`src/rtl/dac_serial_loader.sv`:
```
module dac_serial_loader #(
  parameter int RES_BITS = 16,
  parameter bit BIPOLAR  = 1'b0
) (
  input  logic                clk,
  input  logic                rst_n,
  input  logic                cs_n,
  input  logic                sck,
  input  logic                sdi,
  input  logic                clr_n,
  output logic [RES_BITS-1:0] code,
  output logic                update,
  output logic                frame_err
);
  localparam int FRAME = 16;
  localparam int CW    = $clog2(FRAME + 1);
  localparam logic [RES_BITS-1:0] INIT_CODE =
    BIPOLAR ? (RES_BITS'(1) << (RES_BITS - 1)) : '0;

  logic [2:0]       sck_q, cs_q;
  logic [1:0]       sdi_q, clr_q;
  logic [FRAME-1:0] shreg;
  logic [CW-1:0]    cnt;

  always_ff @(posedge clk or negedge rst_n)
    if (!rst_n) begin
      sck_q <= '0;
      cs_q  <= '1;
      sdi_q <= '0;
      clr_q <= '1;
    end else begin
      sck_q <= {sck_q[1:0], sck};
      cs_q  <= {cs_q[1:0], cs_n};
      sdi_q <= {sdi_q[0], sdi};
      clr_q <= {clr_q[0], clr_n};
    end

  wire sck_rise = sck_q[1] & ~sck_q[2];
  wire cs_fall  = ~cs_q[1] & cs_q[2];
  wire cs_rise  = cs_q[1] & ~cs_q[2];
  wire cs_low   = ~cs_q[1];
  wire clr_idle = clr_q[1] & clr_n;
  wire full     = (cnt == CW'(FRAME));
  wire load_ok  = cs_rise & clr_idle & full;
  wire load_bad = cs_rise & clr_idle & ~full;
  wire latch_rst_n = rst_n & clr_n;

  always_ff @(posedge clk or negedge rst_n)
    if (!rst_n) begin
      shreg <= '0;
      cnt   <= '0;
    end else if (cs_fall) begin
      cnt <= '0;
    end else if (cs_low && sck_rise) begin
      shreg <= {shreg[FRAME-2:0], sdi_q[1]};
      if (!full) cnt <= cnt + 1'b1;
    end

  always_ff @(posedge clk or negedge latch_rst_n)
    if (!latch_rst_n)  code <= INIT_CODE;
    else if (load_ok)  code <= shreg[FRAME-1 -: RES_BITS];

  always_ff @(posedge clk or negedge rst_n)
    if (!rst_n) begin
      update    <= 1'b0;
      frame_err <= 1'b0;
    end else begin
      update    <= load_ok;
      frame_err <= load_bad;
    end


  strobe_excl_chk: assert property (@(posedge clk) disable iff (!rst_n)
    !(update && frame_err));

  update_full_chk: assert property (@(posedge clk) disable iff (!rst_n)
    update |-> ($past(cnt) == CW'(FRAME) && $past(cs_rise)));

  short_err_chk: assert property (@(posedge clk) disable iff (!rst_n)
    frame_err |-> ($past(cnt) < CW'(FRAME)));

  clr_hold_chk: assert property (@(posedge clk) disable iff (!rst_n)
    !clr_n |-> code == INIT_CODE);

  clr_block_chk: assert property (@(posedge clk) disable iff (!rst_n)
    (!clr_n && cs_rise) |=> (!update && !frame_err));

  cnt_limit_chk: assert property (@(posedge clk) disable iff (!rst_n)
    cnt <= CW'(FRAME));
endmodule

```
`config.mk`:
```
export PLATFORM = sky130hd
export DESIGN_NAME = dac_serial_loader
export DESIGN_NICKNAME = d
export VERILOG_FILES = /design/src/rtl/dac_serial_loader.sv
export SDC_FILE = /design/constraint.sdc
export NUM_CORES = 1
export LEC_CHECK = 0
export BUFFER_PORTS_ARGS = -buffer_cell sky130_fd_sc_hd__buf_2
export CAP_MARGIN = 20
export CORE_ASPECT_RATIO = 1.1
export CORE_MARGIN = 5
export CORE_UTILIZATION = 55
export CTS_CLUSTER_DIAMETER = 80
export CTS_CLUSTER_SIZE = 8
export DETAILED_ROUTE_END_ITERATION = 16
export PLACE_DENSITY_LB_ADDON = 0.1
export SLEW_MARGIN = 20
export SYNTH_ARGS = -nofsm -noshare
export SYNTH_HDL_FRONTEND = slang
export SYNTH_SLANG_ARGS = --single-unit
export TNS_END_PERCENT = 1
```
`constraint.sdc`:
```
create_clock -name clk -period 2.1 [get_ports clk]
set_clock_uncertainty 0.2 [all_clocks]
set_input_delay 0.21 -clock clk [delete_from_list [all_inputs] [get_ports clk]]
set_output_delay 0.21 -clock clk [all_outputs]
set_load 0.1 [all_outputs]
```
# Yosys cells after proc, flatten, opt, wreduce, memory -nomap -nowiden
# Index checks and enable logic that the tools add are counted.
# Widths: inputs -> output; s select.
[op_classes] eq_ne=2 mux=3 n_addsub=1 n_reduce_logical=4 bitwise_logic=13
[op_table] cell="$mux 5" count=3
[op_table] cell="$and 1x1->1" count=8
[op_table] cell="$add 5x1->5 const B" count=1
[op_table] cell="$eq 5x5->1 const B" count=1
[op_table] cell="$not 1->1" count=5
[op_table] cell="$reduce_and 2->1" count=2
[op_table] cell="$ne 2x2->1 const B" count=1
[op_table] cell="$reduce_bool 2->1" count=1
[op_table] cell="$logic_and 1x1->1" count=1
[totals] out_inout_bits=18 reg_bits=49 input_bits=6 wordCells=32

# Longest topological paths before layout
[depth] word_depth=5 mapped_depth=7 mapped_depth_nobuf=5

# Least setup slack after synthesis
# OpenSTA, ideal clock, no wires.
[synth_timing] kind="reg-to-reg" from="register cnt[0]" to="register code[10]" setup_time_ns=0.128 period_less_slack_ns=1.952 t_arrival_ns=1.624 stages_incl_launch_ff=8 path_slack_ns=0.148 t_required_ns=1.772 n_path_buf=2 cell_sequence="dfrtp_1 -> inv_1 -> ha_1 -> and4bb_2 -> nor2b_1 -> buf_2 -> buf_6 -> mux2_1"
[synth_between] elab_chain_cells=2
[synth_lines] item="start, declared" line_no="23" rtl="logic [CW-1:0] cnt;"
[synth_lines] item="start signal, assigned" line_no="56" rtl="if (!full) cnt <= cnt + 1'b1;"
[synth_lines] item="$eq 5x5->1" line_no="43" rtl="wire full = (cnt == CW'(FRAME));"
[synth_lines] item="$and 1x1->1" line_no="44" rtl="wire load_ok = cs_rise & clr_idle & full;"
[synth_lines] item="via load_ok" line_no="44"
[synth_lines] item="end signal, assigned" line_no="61" rtl="else if (load_ok) code <= shreg[FRAME-1 -: RES_BITS];"
[synth_lines] item="end, declared" line_no="11" rtl="output logic [RES_BITS-1:0] code,"
# The timed path passes the listed nets, and every way through them passes these cells.
# A chain may end at the register's enable or synchronous reset.

# Worst setup path in the final report
[layout_timing] from="register cnt[1]" to="register code[15]"
[layout_between] elab_chain_cells=2
[layout_lines] item="$eq 5x5->1" line_no="43"
[layout_lines] item="$and 1x1->1" line_no="44"
# Every way passes these cells.

==> flow_summary.json <==
{
  "tns_ns": 0,
  "cts_made_buffers": 5,
  "required_ns": 2.14,
  "netlist_instances": 117,
  "hold_buffers": 5,
  "antenna_found_initial": 0,
  "gr-total-overflow": 0,
  "routed_wl_mm": 2.80,
  "max_stage_delay_ns": 0.44,
  "drive_gt1_share_pct": 25.2,
  "synth_top_family_by_area": "multiplexers",
  "worstSkewPairLatency_ns": 0.35,
  "ys_seq_elements": 49,
  "final_common_cell": "dfrtp_1",
  "p_per_area_nw_per_um2": 726,
  "rsz0062_at_grt": "no",
  "synth_nets": 125,
  "muxShareOfSynthArea_pct": 19.5,
  "gp_congestion": 0.760,
  "clkSinkCount": 49,
  "synth-seq-area-share_pct": 66.6,
  "setup_ws_ns": 0.0746,
  "drc_errors": 0,
  "fin_crit_ns": 2.03,
  "vias": 996,
  "syn_avg_cell_area_um2": 15.8,
  "grt_util_all_layers_pct": 14.5,
  "critPathKind": "register to register",
  "die_h_um": 70.9,
  "crit_arrival_ns": 2.07,
  "yosys_warnings": 0,
  "synth-simple-area-share_pct": 6.96,
  "synth_xor_area_share_pct": 0,
  "grt_start_max_net_pins": 34,
  "slew_headroom_pct": 51.2,
  "worstSetupStartpointType": "register",
  "syn-cell-area_um2": 1850,
  "hold_ws_ns": 0.164,
  "synth_adder_area_share_pct": 1.35,
  "final_nets": 158,
  "synth_cell_types": 25,
  "grt_pass1_vias": 1087,
  "clk_root_buffer_cell": "clkbuf_4",
  "vias_per_cell": 5.33,
  "p_leak_nw": 1.10,
  "ant_nets": 0,
  "syn2layout_area_growth_pct": 13.6,
  "num_rows": 22,
  "htree_num_levels": 2,
  "grt_first_pass_wirelength_mm": 4.96,
  "path_cells": "inv_1 > ha_1 > and4bb_2 > nor2b_1 > buf_12 > mux2_1",
  "hp-class": "register to register",
  "final_max_slew_viol_count": 0,
  "synth_compound_area_share_pct": 2.97,
  "tightest_slew_ns": 0.732,
  "path_max_fanout": 17,
  "end_kind": "register",
  "cts_setup_buffers": 0,
  "setup_viol": 0,
  "cts_tree": "done",
  "crit_slowest_cell": "dfrtp_1",
  "antenna_cells": 0,
  "layout_common_cells": "dfrtp_1 (44), mux2_1 (32), buf_2 (23)",
  "cts.path.max_buffers": 2,
  "initial_core_util_pct": 56.1,
  "dieArea_um2": 4630,
  "period_share_pct": 96.4,
  "firstDrtPassIters": 2,
  "total_power_mw": 1.53,
  "drt_iter0_markers": 27,
  "path_clk_slew_ns": 0.13,
  "core-area_um2": 3300,
  "maxCapViolations": 0,
  "dp_hpwl_mm": 1.88,
  "ir_worst_vdd_v": 0.000462,
  "hold_violations": 0,
  "status": "finished, final reports clean",
  "pin_count": 24,
  "ctsResizeCount": 0,
  "dieWidth_um": 65.3,
  "fmax_ghz": 0.494,
  "io_buffers": 23,
  "pre_cts_ws_ns": 0.0855,
  "routedWlPerCell_um": 15.0
}
==> per-stage QoR <==
stage	cells	instance area (um^2)	util, %
after global placement	174	2000	60.6
after global routing	187	2100	63.7
after CTS	187	2100	63.7
after detailed placement	174	2000	60.6
final	187	2100	63.7
after floorplan	117	1850	-
==> path summary, 6_finish.rpt <==
path	cells past startpoint	slack [ns]	to	from
max	6	0.07	code[15]$_DFFE_PN0P_	cnt[1]$_DFFE_PN0P_
max in group asynchronous	3	0.85	code[12]$_DFFE_PN0P_	rst_n
max reg2reg	6	0.07	code[15]$_DFFE_PN0P_	cnt[1]$_DFFE_PN0P_
min reg2reg	0	0.16	cs_q[1]$_DFF_PN1_	cs_q[0]$_DFF_PN1_
min in group asynchronous	3	0.25	shreg[9]$_DFFE_PN0P_	rst_n
min	0	0.16	cs_q[1]$_DFF_PN1_	cs_q[0]$_DFF_PN1_
==> Yosys cell counts <==
master,n,area (um^2)
buf_2,1,5.00
or3b_1,1,8.76
nor2_1,1,3.75
ha_1,2,25.0
nand4b_1,1,8.76
or4_1,1,7.51
and2b_1,1,7.51
a21oi_1,4,20.0
o21ai_1,2,10.0
nand4bb_1,1,11.3
nor2b_1,1,6.26
nand2_1,3,11.3
o21ai_0,2,10.0
buf_6,3,33.8
o211ai_1,1,7.51
or3_1,3,18.8
and2_1,1,6.26
nor2_8,1,20.0
dfrtp_1,44,1100
dfstp_2,5,131
nand2b_1,1,6.26
inv_1,3,11.3
mux2_1,32,360
o31ai_1,1,7.51
and4bb_2,1,12.5
==> logic make-up (layout without fill, tap and decap cells) <==
group	Yosys count	in the layout
compound gates	10	10
fa+ha+maj	2	2
buf+inv	7	41
flops	49	49
mux	32	32
simple gates	17	17
==> power breakdown <==
group | total (mW) | internal (mW) | switching [mW]
Clock | 0.406 | 0.133 | 0.273
Sequential | 1.03 | 0.998 | 0.0349
Combinational | 0.0877 | 0.0417 | 0.0460
Total | 1.53 | 1.17 | 0.354
==> worst max-delay path, delay by kind of cell (launching register included) <==
kind	cells	cell delay, ns
adders and majority gates	1	0.13
buffers and inverters	2	0.27
DFF	1	0.44
muxes	1	0.34
and+or+nand+nor	2	0.54
==> per-layer routing <==
| metal | up-vias | global-route usage (%) | routed length (um) |
|---|---|---|---|
| met3 | 4 | 4.13 | 92 |
| met2 | 20 | 22.7 | 1310 |
| li1 | 470 | - | - |
| met1 | 502 | 17.8 | 1330 |
| met5 | - | 0 | 0 |
| met4 | 0 | 8.29 | 62 |
==> final cells by class <==
class | count | area [um^2]
clock buffers | 7 | 45.0
clock inverters | 1 | 7.51
fillers | 279 | 1200
inverters | 3 | 11.3
multi-input cells | 61 | 569
flip-flops and latches | 49 | 1230
well taps | 36 | 45.0
repair buffers | 30 | 193
==> registers in the layout (all words and copies together), names as in the netlist <==
name       count
clr_q          2
cnt            5
code          16
cs_q           3
frame_err      1
sck_q          3
sdi_q          2
shreg         16
update         1
Power figures use the tool's default switching activity.
